<file path="src/rtl/lb_pkg.sv">
package lb_pkg;
    typedef enum logic [1:0] {
        ST_IDLE    = 2'd0,
        ST_WATCH   = 2'd1,
        ST_PARTIAL = 2'd2,
        ST_DONE    = 2'd3
    } grp_state_t;
endpackage

</file>
<file path="src/rtl/lb_sticky.sv">
module lb_sticky #(
    parameter int unsigned WIDTH = 8
) (
    input  logic             clk,
    input  logic             rst_n,
    input  logic             wipe_i,
    input  logic             cmp_en_i,
    input  logic [WIDTH-1:0] exp_i,
    input  logic [WIDTH-1:0] rcv_i,
    output logic [WIDTH-1:0] mask_q,
    output logic [WIDTH-1:0] mask_nx
);
    logic [WIDTH-1:0] diff;

    assign diff    = exp_i ^ rcv_i;
    assign mask_nx = mask_q | diff;

    always_ff @(posedge clk or negedge rst_n) begin
        if (!rst_n) begin
            mask_q <= '0;
        end else if (wipe_i) begin
            mask_q <= '0;
        end else if (cmp_en_i) begin
            mask_q <= mask_nx;
        end
    end

    // a set fail bit is never lost without a wipe
    a_r2_sticky_hold: assert property (@(posedge clk) disable iff (!rst_n)
        !wipe_i |=> ((mask_q & $past(mask_q)) == $past(mask_q)));

    // wipe empties the mask
    a_r7_wipe_empties: assert property (@(posedge clk) disable iff (!rst_n)
        wipe_i |=> (mask_q == '0));
endmodule

</file>
<file path="src/rtl/lb_group_fsm.sv">
module lb_group_fsm
    import lb_pkg::*;
#(
    parameter int unsigned WIDTH  = 8,
    parameter int unsigned STEP_W = 8
) (
    input  logic              clk,
    input  logic              rst_n,
    input  logic              start_i,
    input  logic              clear_i,
    input  logic              smp_i,
    input  logic [STEP_W-1:0] step_i,
    input  logic [WIDTH-1:0]  mask_q,
    input  logic [WIDTH-1:0]  mask_nx,
    output logic              cmp_en_o,
    output logic              busy_o,
    output logic              first_vld_o,
    output logic [STEP_W-1:0] first_step_o,
    output logic              all_vld_o,
    output logic [STEP_W-1:0] all_step_o,
    output logic [STEP_W-1:0] delta_o
);
    grp_state_t state_q, state_d;
    logic       armed;
    logic       any_fail_nx;
    logic       full_fail_nx;

    assign armed        = (state_q == ST_WATCH) || (state_q == ST_PARTIAL);
    assign cmp_en_o     = armed && smp_i && !clear_i && !start_i;
    assign any_fail_nx  = |mask_nx;
    assign full_fail_nx = &mask_nx;
    assign busy_o       = armed;

    // next-state decision
    always_comb begin
        state_d = state_q;
        if (clear_i) begin
            state_d = ST_IDLE;
        end else if (start_i) begin
            state_d = ST_WATCH;
        end else begin
            unique case (state_q)
                ST_IDLE: state_d = ST_IDLE;
                ST_WATCH: begin
                    if (smp_i && full_fail_nx)
                        state_d = ST_DONE;
                    else if (smp_i && any_fail_nx)
                        state_d = ST_PARTIAL;
                end
                ST_PARTIAL: begin
                    if (smp_i && full_fail_nx)
                        state_d = ST_DONE;
                end
                ST_DONE: state_d = ST_DONE;
            endcase
        end
    end

    // state register
    always_ff @(posedge clk or negedge rst_n) begin
        if (!rst_n)
            state_q <= ST_IDLE;
        else
            state_q <= state_d;
    end

    // result registers
    always_ff @(posedge clk or negedge rst_n) begin
        if (!rst_n) begin
            first_vld_o  <= 1'b0;
            first_step_o <= '0;
            all_vld_o    <= 1'b0;
            all_step_o   <= '0;
        end else if (clear_i || start_i) begin
            first_vld_o  <= 1'b0;
            first_step_o <= '0;
            all_vld_o    <= 1'b0;
            all_step_o   <= '0;
        end else if (cmp_en_o) begin
            if (state_q == ST_WATCH && any_fail_nx) begin
                first_vld_o  <= 1'b1;
                first_step_o <= step_i;
            end
            if (full_fail_nx) begin
                all_vld_o  <= 1'b1;
                all_step_o <= step_i;
            end
        end
    end

    assign delta_o = all_vld_o ? (all_step_o - first_step_o) : '0;

    // first-fail result frozen for the rest of the run
    a_r3_first_frozen: assert property (@(posedge clk) disable iff (!rst_n)
        (first_vld_o && !clear_i && !start_i) |=> (first_vld_o && $stable(first_step_o)));

    // all-fail implies every pin flag is set and first-fail is recorded
    a_r4_all_means_full: assert property (@(posedge clk) disable iff (!rst_n)
        all_vld_o |-> ((&mask_q) && first_vld_o));

    // done state holds its result
    a_r4_done_stable: assert property (@(posedge clk) disable iff (!rst_n)
        (state_q == ST_DONE && !clear_i && !start_i) |=> $stable(all_step_o));

    // clear lands in idle with nothing recorded
    a_r7_clear_idle: assert property (@(posedge clk) disable iff (!rst_n)
        clear_i |=> (state_q == ST_IDLE && !first_vld_o && !all_vld_o));

    // no pin flag appears while idle
    a_r6_idle_quiet: assert property (@(posedge clk) disable iff (!rst_n)
        (state_q == ST_IDLE && !start_i) |=> (mask_q == '0));
endmodule

</file>
<file path="src/rtl/lb_fail_recorder.sv">
module lb_fail_recorder #(
    parameter int unsigned NUM_GROUPS = 2,
    parameter int unsigned GROUP_W    = 8,
    parameter int unsigned STEP_W     = 8
) (
    input  logic                          clk,
    input  logic                          rst_n,
    input  logic                          start_i,
    input  logic                          clear_i,
    input  logic                          smp_valid,
    input  logic [STEP_W-1:0]             step_in,
    input  logic [NUM_GROUPS*GROUP_W-1:0] exp_bits,
    input  logic [NUM_GROUPS*GROUP_W-1:0] rcv_bits,
    output logic [NUM_GROUPS*GROUP_W-1:0] pin_fail,
    output logic [NUM_GROUPS-1:0]         first_vld,
    output logic [NUM_GROUPS*STEP_W-1:0]  first_step,
    output logic [NUM_GROUPS-1:0]         all_vld,
    output logic [NUM_GROUPS*STEP_W-1:0]  all_step,
    output logic [NUM_GROUPS*STEP_W-1:0]  fail_delta,
    output logic                          run_active
);
    localparam int unsigned PIN_TOTAL = NUM_GROUPS * GROUP_W;

    logic                  wipe;
    logic [NUM_GROUPS-1:0] busy;
    logic [NUM_GROUPS-1:0] cmp_en;
    logic [PIN_TOTAL-1:0]  mask_nx;

    assign wipe       = start_i | clear_i;
    assign run_active = |busy;

    for (genvar g = 0; g < NUM_GROUPS; g++) begin : g_grp
        lb_sticky #(.WIDTH(GROUP_W)) u_sticky (
            .clk      (clk),
            .rst_n    (rst_n),
            .wipe_i   (wipe),
            .cmp_en_i (cmp_en[g]),
            .exp_i    (exp_bits[g*GROUP_W +: GROUP_W]),
            .rcv_i    (rcv_bits[g*GROUP_W +: GROUP_W]),
            .mask_q   (pin_fail[g*GROUP_W +: GROUP_W]),
            .mask_nx  (mask_nx[g*GROUP_W +: GROUP_W])
        );

        lb_group_fsm #(.WIDTH(GROUP_W), .STEP_W(STEP_W)) u_fsm (
            .clk          (clk),
            .rst_n        (rst_n),
            .start_i      (start_i),
            .clear_i      (clear_i),
            .smp_i        (smp_valid),
            .step_i       (step_in),
            .mask_q       (pin_fail[g*GROUP_W +: GROUP_W]),
            .mask_nx      (mask_nx[g*GROUP_W +: GROUP_W]),
            .cmp_en_o     (cmp_en[g]),
            .busy_o       (busy[g]),
            .first_vld_o  (first_vld[g]),
            .first_step_o (first_step[g*STEP_W +: STEP_W]),
            .all_vld_o    (all_vld[g]),
            .all_step_o   (all_step[g*STEP_W +: STEP_W]),
            .delta_o      (fail_delta[g*STEP_W +: STEP_W])
        );
    end

    // start arms the block on the next cycle
    a_r8_start_arms: assert property (@(posedge clk) disable iff (!rst_n)
        (start_i && !clear_i) |=> (run_active && first_vld == '0 && all_vld == '0));

    // without a full fail the difference reads zero
    a_r5_delta_zero: assert property (@(posedge clk) disable iff (!rst_n)
        (all_vld == '0) |-> (fail_delta == '0));
endmodule

</file>
<file path="config.mk">
export PLATFORM = sky130hd
export DESIGN_NAME = lb_fail_recorder
export DESIGN_NICKNAME = d
export VERILOG_FILES = /design/src/rtl/lb_pkg.sv /design/src/rtl/lb_sticky.sv /design/src/rtl/lb_group_fsm.sv /design/src/rtl/lb_fail_recorder.sv
export SDC_FILE = /design/constraint.sdc
export NUM_CORES = 1
export LEC_CHECK = 0
export BUFFER_PORTS_ARGS = -buffer_cell sky130_fd_sc_hd__buf_2
export CORE_ASPECT_RATIO = 1.75
export CORE_UTILIZATION = 35
export DETAILED_ROUTE_END_ITERATION = 10
export HOLD_SLACK_MARGIN = 0.08
export PLACE_DENSITY = 0.61
export SLEW_MARGIN = 20
export SYNTH_ARGS = -nofsm -noshare
export SYNTH_HDL_FRONTEND = slang
export SYNTH_HIERARCHICAL = 1
export SYNTH_SLANG_ARGS = --single-unit
</file>
<file path="constraint.sdc">
create_clock -name clk -period 2.68 [get_ports clk]
set_input_delay 0.536 -clock clk [delete_from_list [all_inputs] [get_ports clk]]
set_output_delay 0.536 -clock clk [all_outputs]
set_load 0.005 [all_outputs]
</file>
==> results of run 1 <==
[kinds of logic after synthesis]
group                    Yosys count  synth area share
AND/OR/NAND/NOR                  121             0.176
AO/OA/AOI/OAI                     81             0.199
buffers and inverters             64            0.0815
flip-flops                        56             0.392
adder cells (fa/ha/maj)           24            0.0881
XOR/XNOR                          23            0.0563
multiplexers                       2           0.00734
[power groups by stage]
stage | clock [mW] | sequential [mW] | combinational (mW)
after CTS | 0.669 | 0.854 | 0.216
final | 0.647 | 0.854 | 0.213
after global placement | 0 | 0.870 | 0.208
after floorplan | 0 | 0.870 | 0.115
after detailed placement | 0 | 0.870 | 0.213
after global routing | 0.696 | 0.854 | 0.238
[state kept, by name, summed over array words and instances, names as in the netlist]
signal	flops
g_grp.u_fsm/all_step_o	16
g_grp.u_fsm/all_vld_o	2
g_grp.u_fsm/first_step_o	16
g_grp.u_fsm/first_vld_o	2
g_grp.u_fsm/state_q	4
g_grp.u_sticky/mask_q	16
[area by class of cell]
class | count | area (um2) | area share
repair buffers | 134 | 723 | 0.157
inverters | 54 | 203 | 0.0441
flip-flops and latches | 56 | 1400 | 0.305
multi-input cells | 251 | 1970 | 0.429
clock inverters | 1 | 8.76 | 0.00190
clock buffers | 7 | 133 | 0.0288
well taps | 125 | 156 | 0.0340
[metal layers]
metal,GRT usage,vias to the layer above,part of all wire
met5,0,-,0
met2,0.368,99,0.57
met1,0.191,1550,0.37
met4,0.0576,0,0.015
met3,0.0303,9,0.044
li1,-,1533,-
[worst max-delay path, cell delays in order (launching register included)]
cell     delay [ns]
dfrtp_1        0.38
inv_1          0.06
ha_2           0.17
inv_2          0.04
fa_2           0.39
a21o_1         0.18
a21oi_2        0.14
nor2b_1        0.07
or4_1          0.40
nand4_1        0.08
buf_2          0.11
[final timing paths]
path	end	slack, ns
setup / recovery	fail_delta[6]	-0.18
hold / removal	g_grp[0].u_fsm/first_step_o[1]	0.20
setup reg to reg	g_grp[0].u_fsm/first_step_o[0]	0.67
hold reg to reg	g_grp[0].u_fsm/first_vld_o	0.48
max in group asynchronous	g_grp[0].u_sticky/mask_q[5]	1.83
min in group clk	g_grp[0].u_fsm/first_vld_o	0.48
[repair_timing]
item	4_1_cts	5_1_grt
gates resized for setup	14	7
pin swaps	12	8
buffers inserted	7	6
setup endpoints to repair	6	8
[through the flow]
step / hold slack [ns] / cell area [um2] / setup slack (ns)
finish: 0.202 / 4600 / -0.176
CTS: 0.218 / 4520 / -0.178
global placement: 0.459 / 4270 / 0.0643
floorplan: 0.240 / 3580 / 0.202
detailed placement: 0.467 / 4270 / 0.0363
global route: 0.250 / 4600 / -0.281
[cells in the mapped netlist (all sizes together)]
cell / number / area, um2
o31a: 1 / 8.76
a41oi: 1 / 27.5
a21boi: 1 / 7.51
a311oi: 1 / 15.0
xnor2: 19 / 166
a21o: 4 / 30.0
a31oi: 1 / 6.26
nand2: 37 / 139
a31o: 1 / 8.76
nand3: 13 / 65.1
o21a: 2 / 15.0
clkbuf: 1 / 3.75
nor2: 25 / 101
o211ai: 1 / 7.51
or2: 4 / 25.0
nand4: 7 / 43.8
a211o: 1 / 8.76
dfrtp: 56 / 1400
or4: 2 / 15.0
mux2: 2 / 26.3
a21oi: 6 / 41.3
buf: 9 / 85.1
nor2b: 4 / 25.0
o32ai: 2 / 17.5
nor3: 3 / 15.0
xor2: 4 / 35.0
a22o: 18 / 158
nand2b: 3 / 33.8
o31ai: 1 / 7.51
ha: 22 / 275
and2: 7 / 43.8
o22ai: 16 / 200
and3: 5 / 36.3
inv: 54 / 203
fa: 2 / 40.0
o41ai: 1 / 8.76
a211oi: 2 / 15.0
nor4: 5 / 43.8
and4: 2 / 17.5
nor3b: 1 / 7.51
or3: 3 / 18.8
a2111oi: 1 / 27.5
o21ai: 20 / 100
[placed cells by master, fill, tap and decap left out, types with 13 or more instances in the layout]
master / instances
buf_4: 21
nand3_1: 13
xnor2_1: 19
ha_1: 17
nand2_1: 37
o22ai_2: 16
nor2_1: 23
buf_2: 113
dfrtp_1: 56
a22o_1: 18
o21ai_0: 18
inv_1: 49
==> results.ini, run 1 <==
[sta]
finalSetupViolCount = 3
tns_ns = -0.316
min_period_over_period = 1.07
rsz0062_at_grt = true
finalWorstSetupSlack_ns = -0.176
fin_skew_ns = 0.00302
fmax_mhz = 350
hold_violations = 0
finalCriticalPeriod_ns = 2.86
slew_headroom = 0.589
worstMarginPinSlew_ns = 0.615
drv_slew = 0

[global_route]
grt_max_degree = 24
antenna_found_initial = 0
grt-ovfl-total = 0
grt.total_usage = 0.185
grt_pass1_vias = 3161
grt_pass1_wl_um = 15300

[setup_path]
worst-path-max-fanout = 2
critPathKind = reg2out
worstPathArrival_ns = 2.32
reg2reg_from = g_grp[0].u_fsm/state_q[0]
cp-startpoint = g_grp[0].u_fsm/all_step_o[0]
endpoint_kind = output port
reg2regPathDepth = 6
worstPathRequired_ns = 2.14
start_kind = flop

[floorplanning]
ios = 114
die_height_um = 136
core_area_mm2 = 0.00991
die_x_um = 78.4
rows = 48
start_util = 0.361
dieArea_mm2 = 0.0106

[clocking]
cts_root_buffer = clkbuf_16
clk_pin_slew_ns = 0.07
cts_tree = done
ctsHoldBuffers = 0
cts.sinks = 56
cts_buffer_depth = 2
htreeDepth = 2
worstSkewPairLatency_ns = 0.30
cts_buffers = 5

[pwr]
pwr-share-clk = 0.377
seqPwrFrac = 0.498
internal_power_mw = 1.29
p_per_area_mw_per_mm2 = 373
power.static_leakage_nw = 2.33
combPwrFrac = 0.125
switching_share = 0.249
ir_worst_vdd_mv = 0.260
power_mw = 1.71
power_switching_mw = 0.427

[yosys]
ys_warn_count = 6
syn_area_per_cell_um2 = 9.64
synth_nets = 440
synth_seq_cells = 56
synth_area_mm2 = 0.00358
syn_inst = 371
yosysSeqAreaShare = 0.392
synth.distinct_cells = 52

[placement]
dp_cells = 607
io_buffers = 113
gp_congestion = 0.820
place_hpwl_um = 7500

[route]
remaining_drc_errors = 0
wl_um = 9620
ant_nets = 0
wl_per_cell_um = 15.3
first_pass_iters = 5
num_vias = 3191
vias_per_cell = 5.08
drtIter0Drc = 126

[run_status]
status = complete, but fails checks
violations = negative setup slack

[final_layout]
final_cells = 628
drive_gt1_frac = 0.376
diodes = 0
syn2layout_area_growth_pct = 28.5
fin_util = 0.464
nets = 571
nFillCells = 988

[flow_run]
cap_viol_max_count = 0

[min_path]
hp-class = in2async

(Power assumes the default switching activity.)
==> inputs of run 2 (changes only) <==
Settings changed: CORE_UTILIZATION 35 to 30, PLACE_DENSITY 0.61 to 0.55.
==> run 2 against run 1 <==
  * The flow finishes with violations (design-rule violations, negative setup slack)
  * Cell area is 0.60% higher
  * Non-clock buffer count is 3 lower
  * Fmax is 0.30% higher
  * Sequential power hardly changed
  * First-iteration DRC count is 1.6% higher
  * Largest cell class unchanged
==> results.ini, run 2 (same netlist as run 1, synthesis figures left out) <==
[global_route]
use_met3 = 0.0237  ; -0.00656
grt_util_met1 = 0.160  ; -0.0313
busiest_layer = met2
grt_use_met2 = 0.320  ; -0.0476
grt_max_degree = 34  ; +42%
grt_pass1_vias = 3184  ; +0.73%
grt_pass1_wl_um = 15300  ; +0.41%
antenna_found_initial = 0  ; unchanged
grt.total_usage = 0.158  ; -0.0266
grt-ovfl-total = 0  ; unchanged

[final_layout]
syn2layout_area_growth_pct = 29.3
layout_common_cells = buf_2 (112), dfrtp_1 (56), inv_1 (48), nand2_1 (37), nor2_1 (23)
final_cells = 635  ; +1.1%
drive_gt1_frac = 0.376  ; about the same
diodes = 0  ; unchanged
nFillCells = 1201  ; +22%
layout_commonest_cell = buf_2
nets = 568  ; -0.53%
reg.largest.list = g_grp.u_fsm/all_step_o x16, g_grp.u_fsm/first_step_o x16, g_grp.u_sticky/mask_q x16

[clocking]
cts.sinks = 56  ; unchanged
cts_buffers = 5  ; unchanged
htreeDepth = 2  ; unchanged
cts_buffer_depth = 2  ; unchanged
cts_root_buffer = clkbuf_16
clk_pin_slew_ns = 0.07  ; about the same
worstSkewPairLatency_ns = 0.29  ; about the same
cts_tree = done

[setup_path]
path_cells = inv_2 -> ha_4 -> inv_2 -> fa_2 -> a21o_1 -> a21oi_2 -> nor2_2 -> or4_1 -> nand4_1 -> buf_2
cp_slowest_cell = or4_1
cp_num_buf_inv = 3  ; unchanged
worstPathRequired_ns = 2.14  ; about the same
path_delay_family = simple AND/OR/NAND/NOR gates
max_stage_delay_ns = 0.40  ; about the same
start_kind = flop
cp.depth = 10  ; unchanged
critPathMostFrequentCell = inv_2
endpoint_kind = output port
reg2reg_to = g_grp[1].u_fsm/all_step_o[1]
reg2regPathDepth = 5  ; -1
reg2reg_from = g_grp[1].u_fsm/state_q[1]
worstPathArrival_ns = 2.31  ; about the same
critPathKind = reg2out
cp-startpoint = g_grp[1].u_fsm/all_step_o[0]
critPathCapture = fail_delta[14]
r2r_slack_ns = 0.75  ; +0.08 ns
worst-path-max-fanout = 2  ; unchanged

[floorplanning]
die_x_um = 84.5  ; +7.8%
ios = 114  ; unchanged
dieArea_mm2 = 0.0124  ; +16%
rows = 52  ; +8.3%
core_area_mm2 = 0.0116  ; +17%
start_util = 0.309  ; -0.0521
die_height_um = 146  ; +7.9%

[sta]
fmax_mhz = 351  ; +0.30%
drv_slew = 0  ; unchanged
worstMarginPinSlew_ns = 0.607  ; -0.00801 ns
finalWorstSetupSlack_ns = -0.167  ; +0.00863 ns
hold_violations = 0  ; unchanged
finalSetupViolCount = 2  ; -1
fin_skew_ns = 0.00387  ; +0.000855 ns
min_period_over_period = 1.06  ; -0.00322
slew_headroom = 0.595  ; +0.00649
rsz0062_at_grt = true
finalCriticalPeriod_ns = 2.85  ; -0.00863 ns

[route]
ant_nets = 0  ; unchanged
wl_um = 9590  ; -0.28%
num_vias = 3105  ; -2.7%
vias_per_cell = 4.89  ; -3.8%
drtIter0Drc = 128  ; +1.6%
wl_per_cell_um = 15.1  ; -1.4%
remaining_drc_errors = 7  ; +7
first_pass_iters = 8  ; +3

[run_status]
status = complete, but fails checks
violations = design-rule violations, negative setup slack

[placement]
place_hpwl_um = 7530  ; +0.45%
dp_slack_ns = 0.0121  ; -0.0241 ns
gp_congestion = 0.795  ; -3.0%
io_buffers = 113  ; unchanged
dp_cells = 616  ; +1.5%

[pwr]
p_per_area_mw_per_mm2 = 389  ; +4.4%
ir_worst_vdd_mv = 0.255  ; -1.9%
power.static_leakage_nw = 2.33  ; about the same
power_mw = 1.80  ; +5.1%

[min_path]
hp-class = in2async

[flow_run]
cap_viol_max_count = 0  ; unchanged

## run 2: cell count changes in the layout (fill, tap and decap cells not counted), sizes merged
cell	before	now
buf	134	131
bufinv	0	1
clkbuf	7	6
## run 2: layout make-up
| type | count | area, um2 | share of cell area |
|---|---|---|---|
| Timing Repair Buffer | 131 | 719 | 0.156 |
| Clock inverter | 2 | 35.0 | 0.00757 |
| Tap cell | 135 | 169 | 0.0365 |
| Inverter | 54 | 203 | 0.0438 |
| Sequential cell | 56 | 1400 | 0.303 |
| Multi-Input combinational cell | 251 | 1970 | 0.426 |
| Clock buffer | 6 | 129 | 0.0279 |
## run 2: timing repair
item | in CTS | in global routing
endpoints found under the hold margin | 0 | 0
hold buffers | 0 | 0
buffers inserted | 7 | 4
resized for setup | 14 | 10
endpoints found under the setup margin | 5 | 8
pin swaps | 11 | 10
## run 2: worst min path at each step
stage	startpoint	to	slack [ns]	cells past startpoint
floorplan	rst_n	g_grp[0].u_fsm/all_step_o[0]	0.24	0
global placement	g_grp[0].u_fsm/first_vld_o	g_grp[0].u_fsm/first_vld_o	0.46	2
detailed placement	g_grp[0].u_fsm/first_vld_o	g_grp[0].u_fsm/first_vld_o	0.47	2
CTS	rst_n	g_grp[1].u_sticky/mask_q[1]	0.26	1
global route	rst_n	g_grp[1].u_sticky/mask_q[1]	0.29	1
finish	rst_n	g_grp[1].u_sticky/mask_q[1]	0.24	1
## run 2: worst register-to-register path, cell delays in order (launching register included)
cell and delay, ns:
dfrtp_1 0.40, inv_1 0.08, ha_1 0.35, and3_4 0.23, and3_1 0.52, o21ai_0 0.21
## run 2: through the flow
stage	hold slack [ns]	utilization	instance area, um2	setup TNS, ns
3_5_place_dp	0.467	0.370	4290	0
2_1_floorplan	0.240	-	3580	0
6_report	0.244	0.399	4630	-0.327
3_3_place_gp	0.461	0.370	4290	0
5_1_grt	0.286	0.399	4630	-0.749
4_1_cts	0.259	0.394	4560	-0.374
## run 2: layer usage
layer	part of all wire	vias to the layer above
met5	0	-
met4	0.017	0
met3	0.037	10
met2	0.59	80
met1	0.36	1485
li1	-	1530
## run 2: power by group
part           leakage [nW]  internal [mW]  switching (mW)
registers             0.781          0.850         0.00425
clock network        0.0808          0.440           0.294
logic                  1.47         0.0885           0.125
total                  2.33           1.38           0.423
==> inputs of run 3 (changes only) <==
Settings changed: CAP_MARGIN from default to 20, CORE_UTILIZATION 30 to 45, PLACE_DENSITY 0.55 to 0.75, SKIP_CTS_REPAIR_TIMING from default to 1.
==> run 3 against run 2 <==
  * The flow finishes with violations (negative setup slack)
  * Sequential power barely moved
  * Cell count shrank 8.2%
  * Sequential share of layout area up 0.57 points
  * Die area decreased by 33%
  * Largest cell class unchanged
  * Highest routed layer unchanged
==> results.ini, run 3 (same netlist as run 1, synthesis figures left out) <==
[run_status]
status = complete, but fails checks
violations = negative setup slack

[final_layout]
drive_gt1_frac = 0.382  ; +0.00582
layout_common_cells = buf_2 (113), dfrtp_1 (55), inv_1 (48), nand2_1 (37), nor2_1 (23)
fin_area_mm2 = 0.00454  ; -1.8%
layout_commonest_cell = buf_2
diodes = 0  ; unchanged
reg.largest.list = g_grp.u_fsm/all_step_o x16, g_grp.u_fsm/first_step_o x16, g_grp.u_sticky/mask_q x16
nets = 565  ; -0.53%
syn2layout_area_growth_pct = 27.0

[clocking]
cts.sinks = 56  ; unchanged
worstSkewPairLatency_ns = 0.29  ; about the same
clk_pin_slew_ns = 0.07  ; about the same
cts_buffers = 5  ; unchanged
htreeDepth = 2  ; unchanged
cts_root_buffer = clkbuf_16
cts_tree = done
cts_buffer_depth = 2  ; unchanged

[pwr]
power.static_leakage_nw = 2.32  ; -0.37%
p_per_area_mw_per_mm2 = 391  ; +0.38%
ir_worst_vdd_mv = 0.350  ; +37%

[placement]
gp_congestion = 0.901  ; +13%
dpl_cell_area_mm2 = 0.00421  ; -1.8%
place_hpwl_um = 7050  ; -6.3%
dp_slack_ns = 0.0322  ; +0.0201 ns
io_buffers = 113  ; unchanged

[setup_path]
r2r_slack_ns = 0.67  ; -0.08 ns
endpoint_kind = output port
reg2reg_from = g_grp[0].u_fsm/state_q[0]
reg2reg_to = g_grp[0].u_fsm/first_step_o[3]
critPathKind = reg2out
worst-path-max-fanout = 3  ; +1
reg2regPathDepth = 6  ; +1
worstPathArrival_ns = 2.35  ; +0.04 ns
start_kind = flop
worstPathRequired_ns = 2.14  ; about the same

[sta]
finalCriticalPeriod_ns = 2.89  ; +0.0422 ns
slew_headroom = 0.609  ; +0.0138
fmax_mhz = 346  ; -1.5%
finalSetupViolCount = 2  ; unchanged
rsz0062_at_grt = true
worstMarginPinSlew_ns = 0.585  ; -0.0223 ns
finalWorstSetupSlack_ns = -0.209  ; -0.0422 ns
drv_slew = 0  ; unchanged
min_period_over_period = 1.08  ; +0.0158
hold_violations = 0  ; unchanged
tns_ns = -0.395  ; -0.0684 ns
fin_skew_ns = 0.00485  ; +0.000979 ns

[route]
num_vias = 3175  ; +2.3%
remaining_drc_errors = 0  ; -7
first_pass_iters = 4  ; -4
ant_nets = 0  ; unchanged
wl_per_cell_um = 15.4  ; +1.9%
drtIter0Drc = 139  ; +8.6%
wl_um = 8980  ; -6.4%
vias_per_cell = 5.45  ; +11%

[floorplanning]
start_util = 0.469  ; +0.161
rows = 42  ; -19%
core_area_mm2 = 0.00762  ; -34%
die_height_um = 120  ; -18%
dieArea_mm2 = 0.00832  ; -33%
die_x_um = 69.4  ; -18%
ios = 114  ; unchanged

[global_route]
grt_pass1_vias = 3088  ; -3.0%
antenna_found_initial = 0  ; unchanged
grt-ovfl-total = 0  ; unchanged
grt.total_usage = 0.218  ; +0.0594
grt_max_degree = 23  ; -32%
grt_pass1_wl_um = 14200  ; -7.4%

[flow_run]
cap_viol_max_count = 0  ; unchanged

[min_path]
hp-class = in2async

==> run 3: critical path, cell delays in order (launching register included) <==
cell and delay [ns]:
dfrtp_1 0.38, inv_1 0.06, ha_2 0.18, inv_2 0.04, fa_2 0.39, a21o_1 0.20, a21oi_2 0.16, nor2b_2 0.07
or4_1 0.40, nand4_1 0.08, buf_2 0.11
==> run 3: metrics by stage <==
stage	power, mW	hold WS (ns)	utilization	instances
after floorplan	0.985	0.240	-	371
final	1.78	0.132	0.596	583
after global placement	1.08	0.442	0.552	568
after CTS	1.80	0.134	0.573	574
after detailed placement	1.08	0.452	0.552	568
after global routing	1.85	0.145	0.596	583
==> run 3: how the worst max path moves through the flow <==
stage	start	end	slack, ns
final	g_grp[0].u_fsm/all_step_o[0]	fail_delta[6]	-0.21
after detailed placement	g_grp[0].u_fsm/all_step_o[0]	fail_delta[6]	0.03
after global routing	g_grp[0].u_fsm/all_step_o[0]	fail_delta[6]	-0.35
after global placement	g_grp[0].u_fsm/all_step_o[0]	fail_delta[6]	0.06
after floorplan	g_grp[0].u_fsm/all_step_o[0]	fail_delta[6]	0.20
after CTS	g_grp[0].u_fsm/all_step_o[0]	fail_delta[6]	-0.30
==> run 3: layout make-up <==
class	count	area (um2)
timing repair buffer	128	678
inverter	54	203
sequential	56	1400
multi-input combinational	251	2000
tap	88	110
clock inverter	1	30.0
clock buffer	5	125
fill	673	3080
==> run 3: per-layer routing <==
layer  vias to the layer above  track usage  share of wire
met3                        25       0.0361          0.046
met1                      1506        0.225           0.37
met5                         -            0              0
met4                         0        0.122          0.040
met2                       120        0.406           0.55
li1                       1524            -              -
==> run 3: power breakdown <==
| group | switching (mW) | internal (mW) |
|---|---|---|
| Clock | 0.278 | 0.431 |
| Combinational | 0.126 | 0.0873 |
| Sequential | 0.00446 | 0.850 |
